==> config.mk <==
export PLATFORM = sky130hd
export DESIGN_NAME = cfgbus_slave
export DESIGN_NICKNAME = d
export VERILOG_FILES = /design/src/rtl/cfgbus_pkg.sv /design/src/rtl/cfgbus_line_cond.sv /design/src/rtl/cfgbus_engine.sv /design/src/rtl/cfgbus_regbank.sv /design/src/rtl/cfgbus_slave.sv
export SDC_FILE = /design/constraint.sdc
export NUM_CORES = 1
export LEC_CHECK = 0
export BUFFER_PORTS_ARGS = -buffer_cell sky130_fd_sc_hd__buf_2
export CAP_MARGIN = 0
export CORE_ASPECT_RATIO = 1.5
export CORE_UTILIZATION = 25
export DETAILED_ROUTE_END_ITERATION = 16
export GPL_TIMING_DRIVEN = 1
export PLACE_DENSITY = 0.42
export SLEW_MARGIN = 0
export SYNTH_ARGS = -nofsm -noshare
export SYNTH_HDL_FRONTEND = slang
export SYNTH_SLANG_ARGS = --single-unit
==> constraint.sdc <==
create_clock -name clk -period 5.21 [get_ports clk]
set_input_delay 0.2605 -clock clk [delete_from_list [all_inputs] [get_ports clk]]
set_output_delay 0.2605 -clock clk [all_outputs]
set_load 0.05 [all_outputs]
==> src/rtl/cfgbus_pkg.sv <==
package cfgbus_pkg;

    localparam int BYTE_W = 8;
    localparam int PTR_W  = 8;
    localparam logic [5:0] OWN_ADDR_HI = 6'b100110;
    localparam logic [BYTE_W-1:0] DEFAULT_MASK = 8'hA5;

    typedef enum logic [2:0] {
        S_IDLE,
        S_RX,
        S_ACK,
        S_TX,
        S_HACK
    } state_t;

    typedef enum logic [1:0] {
        K_ADDR,
        K_PTR,
        K_DATA
    } kind_t;

    typedef struct packed {
        logic scl_rise;
        logic scl_fall;
        logic start;
        logic stop;
        logic sda;
    } line_evt_t;

    function automatic logic [BYTE_W-1:0] reg_default(input int idx);
        return BYTE_W'(idx) ^ DEFAULT_MASK;
    endfunction

endpackage

==> src/rtl/cfgbus_line_cond.sv <==
module cfgbus_line_cond
    import cfgbus_pkg::*;
#(
    parameter int SYNC_STAGES = 2
) (
    input  logic      clk,
    input  logic      rst,
    input  logic      scl_i,
    input  logic      sda_i,
    output line_evt_t evt
);

    logic [SYNC_STAGES-1:0] scl_sy;
    logic [SYNC_STAGES-1:0] sda_sy;
    logic scl_q;
    logic sda_q;
    logic scl_now;
    logic sda_now;

    assign scl_now = scl_sy[SYNC_STAGES-1];
    assign sda_now = sda_sy[SYNC_STAGES-1];

    always_ff @(posedge clk) begin
        if (rst) begin
            scl_sy <= '1;
            sda_sy <= '1;
            scl_q  <= 1'b1;
            sda_q  <= 1'b1;
        end else begin
            scl_sy <= {scl_sy[SYNC_STAGES-2:0], scl_i};
            sda_sy <= {sda_sy[SYNC_STAGES-2:0], sda_i};
            scl_q  <= scl_now;
            sda_q  <= sda_now;
        end
    end

    always_comb begin
        evt.scl_rise = scl_now & ~scl_q;
        evt.scl_fall = ~scl_now & scl_q;
        evt.start    = scl_now & scl_q & sda_q & ~sda_now;
        evt.stop     = scl_now & scl_q & ~sda_q & sda_now;
        evt.sda      = sda_now;
    end

endmodule

==> src/rtl/cfgbus_engine.sv <==
module cfgbus_engine
    import cfgbus_pkg::*;
#(
    parameter logic [5:0] ADDR_HI = OWN_ADDR_HI
) (
    input  logic              clk,
    input  logic              rst,
    input  line_evt_t         evt,
    input  logic              strap_i,
    input  logic [BYTE_W-1:0] rdata,
    output logic [PTR_W-1:0]  ptr,
    output logic              wr_en,
    output logic [BYTE_W-1:0] wdata,
    output logic              sda_oe
);

    state_t            st;
    kind_t             kind;
    logic [3:0]        cnt;
    logic [BYTE_W-1:0] shreg;
    logic [BYTE_W-2:0] txsh;
    logic              rw;
    logic              more;
    logic [6:0]        own;
    logic              byte_done;

    assign own       = {ADDR_HI, strap_i};
    assign byte_done = evt.scl_fall && (cnt == 4'd8);
    assign wr_en     = (st == S_RX) && (kind == K_DATA) && byte_done
                       && !evt.start && !evt.stop;
    assign wdata     = shreg;

    always_ff @(posedge clk) begin
        if (rst) begin
            st     <= S_IDLE;
            kind   <= K_ADDR;
            cnt    <= '0;
            shreg  <= '0;
            txsh   <= '0;
            rw     <= 1'b0;
            more   <= 1'b0;
            ptr    <= '0;
            sda_oe <= 1'b0;
        end else if (evt.start) begin
            st     <= S_RX;
            kind   <= K_ADDR;
            cnt    <= '0;
            sda_oe <= 1'b0;
        end else if (evt.stop) begin
            st     <= S_IDLE;
            sda_oe <= 1'b0;
        end else begin
            unique case (st)
                S_IDLE: ;
                S_RX: begin
                    if (evt.scl_rise) begin
                        shreg <= {shreg[BYTE_W-2:0], evt.sda};
                        cnt   <= cnt + 4'd1;
                    end else if (byte_done) begin
                        unique case (kind)
                            K_ADDR: begin
                                if (shreg[7:1] == own) begin
                                    rw     <= shreg[0];
                                    sda_oe <= 1'b1;
                                    st     <= S_ACK;
                                end else begin
                                    st <= S_IDLE;
                                end
                            end
                            K_PTR: begin
                                ptr    <= shreg;
                                sda_oe <= 1'b1;
                                st     <= S_ACK;
                            end
                            default: begin
                                ptr    <= ptr + 1'b1;
                                sda_oe <= 1'b1;
                                st     <= S_ACK;
                            end
                        endcase
                    end
                end
                S_ACK: begin
                    if (evt.scl_fall) begin
                        cnt <= '0;
                        if (kind == K_ADDR && rw) begin
                            txsh   <= rdata[BYTE_W-2:0];
                            sda_oe <= ~rdata[BYTE_W-1];
                            st     <= S_TX;
                        end else begin
                            sda_oe <= 1'b0;
                            st     <= S_RX;
                            kind   <= (kind == K_ADDR) ? K_PTR : K_DATA;
                        end
                    end
                end
                S_TX: begin
                    if (evt.scl_fall) begin
                        if (cnt == 4'd7) begin
                            sda_oe <= 1'b0;
                            ptr    <= ptr + 1'b1;
                            st     <= S_HACK;
                        end else begin
                            sda_oe <= ~txsh[BYTE_W-2];
                            txsh   <= {txsh[BYTE_W-3:0], 1'b0};
                            cnt    <= cnt + 4'd1;
                        end
                    end
                end
                S_HACK: begin
                    if (evt.scl_rise) begin
                        more <= ~evt.sda;
                    end else if (evt.scl_fall) begin
                        if (more) begin
                            txsh   <= rdata[BYTE_W-2:0];
                            sda_oe <= ~rdata[BYTE_W-1];
                            cnt    <= '0;
                            st     <= S_TX;
                        end else begin
                            st <= S_IDLE;
                        end
                    end
                end
                default: st <= S_IDLE;
            endcase
        end
    end


    ptr_step_chk: assert property (@(posedge clk) disable iff (rst)
        wr_en |=> (ptr == $past(ptr) + 1'b1));


    idle_release_chk: assert property (@(posedge clk) disable iff (rst)
        (st == S_IDLE) |-> !sda_oe);


    stop_release_chk: assert property (@(posedge clk) disable iff (rst)
        evt.stop |=> !sda_oe);


    restart_keep_chk: assert property (@(posedge clk) disable iff (rst)
        evt.start |=> (!sda_oe && ptr == $past(ptr)));

endmodule

==> src/rtl/cfgbus_regbank.sv <==
module cfgbus_regbank
    import cfgbus_pkg::*;
#(
    parameter int NUM_REGS = 32
) (
    input  logic                       clk,
    input  logic                       rst,
    input  logic [PTR_W-1:0]           ptr,
    input  logic                       wr_en,
    input  logic [BYTE_W-1:0]          wdata,
    output logic [BYTE_W-1:0]          rdata,
    output logic [NUM_REGS*BYTE_W-1:0] cfg_o
);

    localparam int IDX_W = (NUM_REGS > 1) ? $clog2(NUM_REGS) : 1;

    logic [BYTE_W-1:0] regs [NUM_REGS];
    logic              in_range;
    logic [IDX_W-1:0]  idx;

    assign in_range = ({1'b0, ptr} < (PTR_W+1)'(NUM_REGS));
    assign idx      = IDX_W'(ptr);
    assign rdata    = in_range ? regs[idx] : '0;

    for (genvar g = 0; g < NUM_REGS; g++) begin : g_reg
        always_ff @(posedge clk) begin
            if (rst) begin
                regs[g] <= reg_default(g);
            end else if (wr_en && in_range && idx == IDX_W'(g)) begin
                regs[g] <= wdata;
            end
        end
        assign cfg_o[g*BYTE_W +: BYTE_W] = regs[g];
    end


    write_land_chk: assert property (@(posedge clk) disable iff (rst)
        (wr_en && in_range) |=> (regs[$past(idx)] == $past(wdata)));


    range_drop_chk: assert property (@(posedge clk) disable iff (rst)
        (wr_en && !in_range) |=> $stable(cfg_o));

endmodule

==> src/rtl/cfgbus_slave.sv <==
module cfgbus_slave
    import cfgbus_pkg::*;
#(
    parameter int         NUM_REGS    = 32,
    parameter int         SYNC_STAGES = 2,
    parameter logic [5:0] ADDR_HI     = OWN_ADDR_HI
) (
    input  logic                       clk,
    input  logic                       rst,
    input  logic                       scl_i,
    input  logic                       sda_i,
    input  logic                       strap_i,
    output logic                       sda_oe,
    output logic [NUM_REGS*BYTE_W-1:0] cfg_o
);

    line_evt_t         evt;
    logic [PTR_W-1:0]  ptr;
    logic              wr_en;
    logic [BYTE_W-1:0] wdata;
    logic [BYTE_W-1:0] rdata;

    cfgbus_line_cond #(.SYNC_STAGES(SYNC_STAGES)) u_cond (
        .clk   (clk),
        .rst   (rst),
        .scl_i (scl_i),
        .sda_i (sda_i),
        .evt   (evt)
    );

    cfgbus_engine #(.ADDR_HI(ADDR_HI)) u_engine (
        .clk     (clk),
        .rst     (rst),
        .evt     (evt),
        .strap_i (strap_i),
        .rdata   (rdata),
        .ptr     (ptr),
        .wr_en   (wr_en),
        .wdata   (wdata),
        .sda_oe  (sda_oe)
    );

    cfgbus_regbank #(.NUM_REGS(NUM_REGS)) u_bank (
        .clk   (clk),
        .rst   (rst),
        .ptr   (ptr),
        .wr_en (wr_en),
        .wdata (wdata),
        .rdata (rdata),
        .cfg_o (cfg_o)
    );

endmodule

==> parameters.txt <==
Parameter                              Value

STA
  Fin. Hold Viols    0
  Setup repair after global routing missed its margin    false
  Final Critical Period    3.64 ns
  Count of final setup violators    0
  Clock Skew    0.0121 ns
  Transition time of the tightest slew-check pin    1.15 ns
  Highest achievable clock rate    274 MHz
  Slew Limit Headroom    22.4%
  Sum of negative setup slack    0 ns
  Period utilization    69.9%
  Final Slew Violations    0

Floorplan
  Starting utilization of the core area    25.3%
  Die footprint    57400 µm²
  DIE HEIGHT    293 µm
  Number of top-level pins    262
  Area of the placeable core    55700 µm²
  Die Width    196 µm
  Rows    106

Detailed routing
  Iteration-0 DRC count of the detailed router    854
  Wirelength, routed    57300 µm
  Number of nets still failing antenna checks after routing    0
  Count of vias placed by the detailed router    10500
  Count of TritonRoute iterations in the first routing pass    5
  Average wire length per cell after detail routing    27.6 µm
  Via density per instance    5.04
  Count of unresolved DRC violations after routing    0

Layout
  Share of post-route cells with drive strength above 1    33.1%
  Total area of sequential cells    8620 µm²
  Number of filler cells placed in the layout    5724
  Total area of multi-input combinational cells    5000 µm²
  Share of the core filled with cells in the final layout    31.2%
  Fin nets    1364
  Antenna cells    0
  Commonest cells after routing, fill and taps aside    sky130_fd_sc_hd__buf_2 (261), sky130_fd_sc_hd__edfxtp_1 (256), sky130_fd_sc_hd__nand2_1 (104)
  Leading cell type in the layout, fill and taps excluded    sky130_fd_sc_hd__buf_2
  Layout overhead on the synthesized area    23.2%

Logic synthesis
  Synth Register Bits    302
  Post-Syn Instances    1110
  Yosys top cell by area    sky130_fd_sc_hd__edfxtp_1
  Total number of yosys warnings    0
  Post-Synthesis Net Count    1123
  Area contributors post-synth    sky130_fd_sc_hd__edfxtp_1 (55%), sky130_fd_sc_hd__mux4_2 (10%), sky130_fd_sc_hd__dfxtp_1 (6.5%)
  Number of library cell types mapped by synthesis    57
  Top cell type's share of synthesized area    54.5%
  Syn_area_per_cell    12.7 µm²
  Post-synthesis async set-or-reset flop share    0%
  Number of flops mapped to enable cells by yosys    256
  Prevailing post-synth register cell    sky130_fd_sc_hd__edfxtp_1
  Netlist area before placement    14100 µm²
  Sequential cell area fraction in the yosys report    61.0%

Status
  Run status    finished, final reports clean

Pwr
  Power per unit of standard cell area    320 nW/µm²
  Leakage power of the design    4.98 nW
  Worst ir drop on vdd    0.000243 V

Setup path
  Data required time at the worst endpoint    5.41 ns
  Crit Reg-Reg Startpoint    u_engine.st[0]$_SDFFE_PP0P_
  Cell-by-cell trace of the critical path    nor3b_1 > buf_4 > nand3_1 > nor4b_4 > nand2_1 > o21ai_0
  Critical path's largest stage delay    1.04 ns
  CP Data Arrival Time    3.85 ns
  Path type of the worst setup path    register to register
  Buffer and inverter count on the worst path    1
  Worst setup path start    u_engine.st[0]$_SDFFE_PP0P_
  Standard cell with the maximum stage delay on the critical path    sky130_fd_sc_hd__o21ai_0
  Nature of the critical path endpoint    register
  Startpoint Class    register
  Crit path max fanout    15
  Cell family with the largest share of critical-path delay    simple AND/OR/NAND/NOR gates

Global route
  Total global routing overflow    0
  Largest net degree at the start of global routing    63
  Global-route wire length before repair    81000 µm
  Initial antenna violation count    0
  Total global-route track usage    19.7%
  Number of global-route vias before repair    10600

CTS
  CTS tree    yes
  Clock latency on the worst-skew pair    0.59 ns
  Clk buf depth    3
  # clock sinks    302
  H-tree levels    1
  Clock transition at the registers of the reported paths    0.07 ns
  Clock Root Buffer    sky130_fd_sc_hd__clkbuf_16
  Total setup buffers inserted after CTS    0
  Clock buffer count from CTS    31

Job
  Max-capacitance violation count    0

Worst hold path
  Type of the tightest min-delay check    input pin to register
  Start point of the worst hold path    rst

Placed design
  Input/output buffers    261
  HPWL Detailed    41400 µm
  Weighted congestion reported at the end of routability-driven placement    0.849
[metrics by stage]
step | power (mW) | cell area (µm²) | hold slack, ns | cells | setup slack (ns)
floorplan | 2.97 | 14100 | 0.364 | 1110 | 2.61
global placement | 3.10 | 16200 | 0.412 | 2018 | 1.68
detailed placement | 3.10 | 16200 | 0.413 | 2018 | 1.50
CTS | 5.61 | 17400 | 0.279 | 2078 | 1.51
global route | 5.70 | 17400 | 0.299 | 2078 | 1.34
finish | 5.55 | 17400 | 0.302 | 2078 | 1.57
[path summary, 6_finish.rpt]
path / to / slack [ns] / depth (start not counted)
setup / recovery: u_bank.regs[26][3]$_SDFFCE_PN1P_ / 1.57 / 6
hold / removal: u_engine.txsh[0]$_SDFFE_PP0P_ / 0.30 / 3
setup reg to reg: u_bank.regs[26][3]$_SDFFCE_PN1P_ / 1.57 / 6
hold reg to reg: u_cond.sda_sy[1]$_SDFF_PP1_ / 0.43 / 1
[where the power goes]
part / switching [mW] / total, mW / internal [mW]
Combinational: 0.269 / 0.343 / 0.0734
Sequential: 0.0424 / 2.70 / 2.66
Clock: 1.02 / 2.51 / 1.49
[final cells by class]
cell class / count / area share, %
multi-input cells: 690 / 28.8
flip-flops and latches: 302 / 49.6
well taps: 702 / 5.05
clock inverters: 23 / 1.91
clock buffers: 35 / 4.55
inverters: 13 / 0.281
repair buffers: 313 / 9.86
[cell families (layout without fill, tap and decap cells)]
kind of cell / Yosys count / in the layout / share of synthesized area, %
AO/OA/AOI/OAI: 115 / 115 / 4.99
XOR/XNOR: 2 / 2 / 0.124
adder cells (fa/ha/maj): 8 / 8 / 0.710
buffers and inverters: 118 / 384 / 3.56
flip-flops: 302 / 302 / 61.0
multiplexers: 92 / 92 / 12.3
AND/OR/NAND/NOR: 473 / 473 / 17.3
[registers in the layout (all words and copies together) (netlist names), 2 cells and up, named ones only]
name	flops
u_bank.regs	256
u_cond.scl_sy	2
u_cond.sda_sy	2
u_engine.cnt	4
u_engine.kind	2
u_engine.ptr	8
u_engine.st	3
u_engine.txsh	7
u_engine.wdata	8
[layer usage]
metal / global-route usage, % / vias up / part of all wire [%]
met5: 0 / - / 0
met4: 6.73 / 0 / 3.2
met3: 2.12 / 76 / 4.2
li1: - / 4673 / -
met2: 36.0 / 331 / 53
met1: 23.9 / 5398 / 40
[worst reg2reg max path, delay by kind of cell (launching register included)]
kind	cells	cell delay [ns]
AND/OR/NAND/NOR	4	1.46
AO/OA/AOI/OAI	1	1.04
flip-flops	1	0.54
buffers and inverters	1	0.21
[synthesized netlist by cell type (20+ instances only)]
| cell | instances |
|---|---|
| sky130_fd_sc_hd__mux4_2 | 65 |
| sky130_fd_sc_hd__dfxtp_1 | 46 |
| sky130_fd_sc_hd__nor2_1 | 72 |
| sky130_fd_sc_hd__edfxtp_1 | 256 |
| sky130_fd_sc_hd__buf_2 | 20 |
| sky130_fd_sc_hd__mux2i_1 | 23 |
| sky130_fd_sc_hd__o21ai_0 | 41 |
| sky130_fd_sc_hd__a21oi_1 | 26 |
| sky130_fd_sc_hd__clkbuf_1 | 76 |
| sky130_fd_sc_hd__nand2_1 | 104 |
| sky130_fd_sc_hd__nor3_1 | 84 |
| sky130_fd_sc_hd__or3_1 | 102 |
| sky130_fd_sc_hd__nand3_1 | 36 |
| sky130_fd_sc_hd__and2_1 | 20 |
[repair_timing]
action / CTS / global route
endpoints found under the hold margin: 2 / 0
resized for setup: 0 / 0
hold buffers: 2 / 0
(Power assumes the default switching activity.)
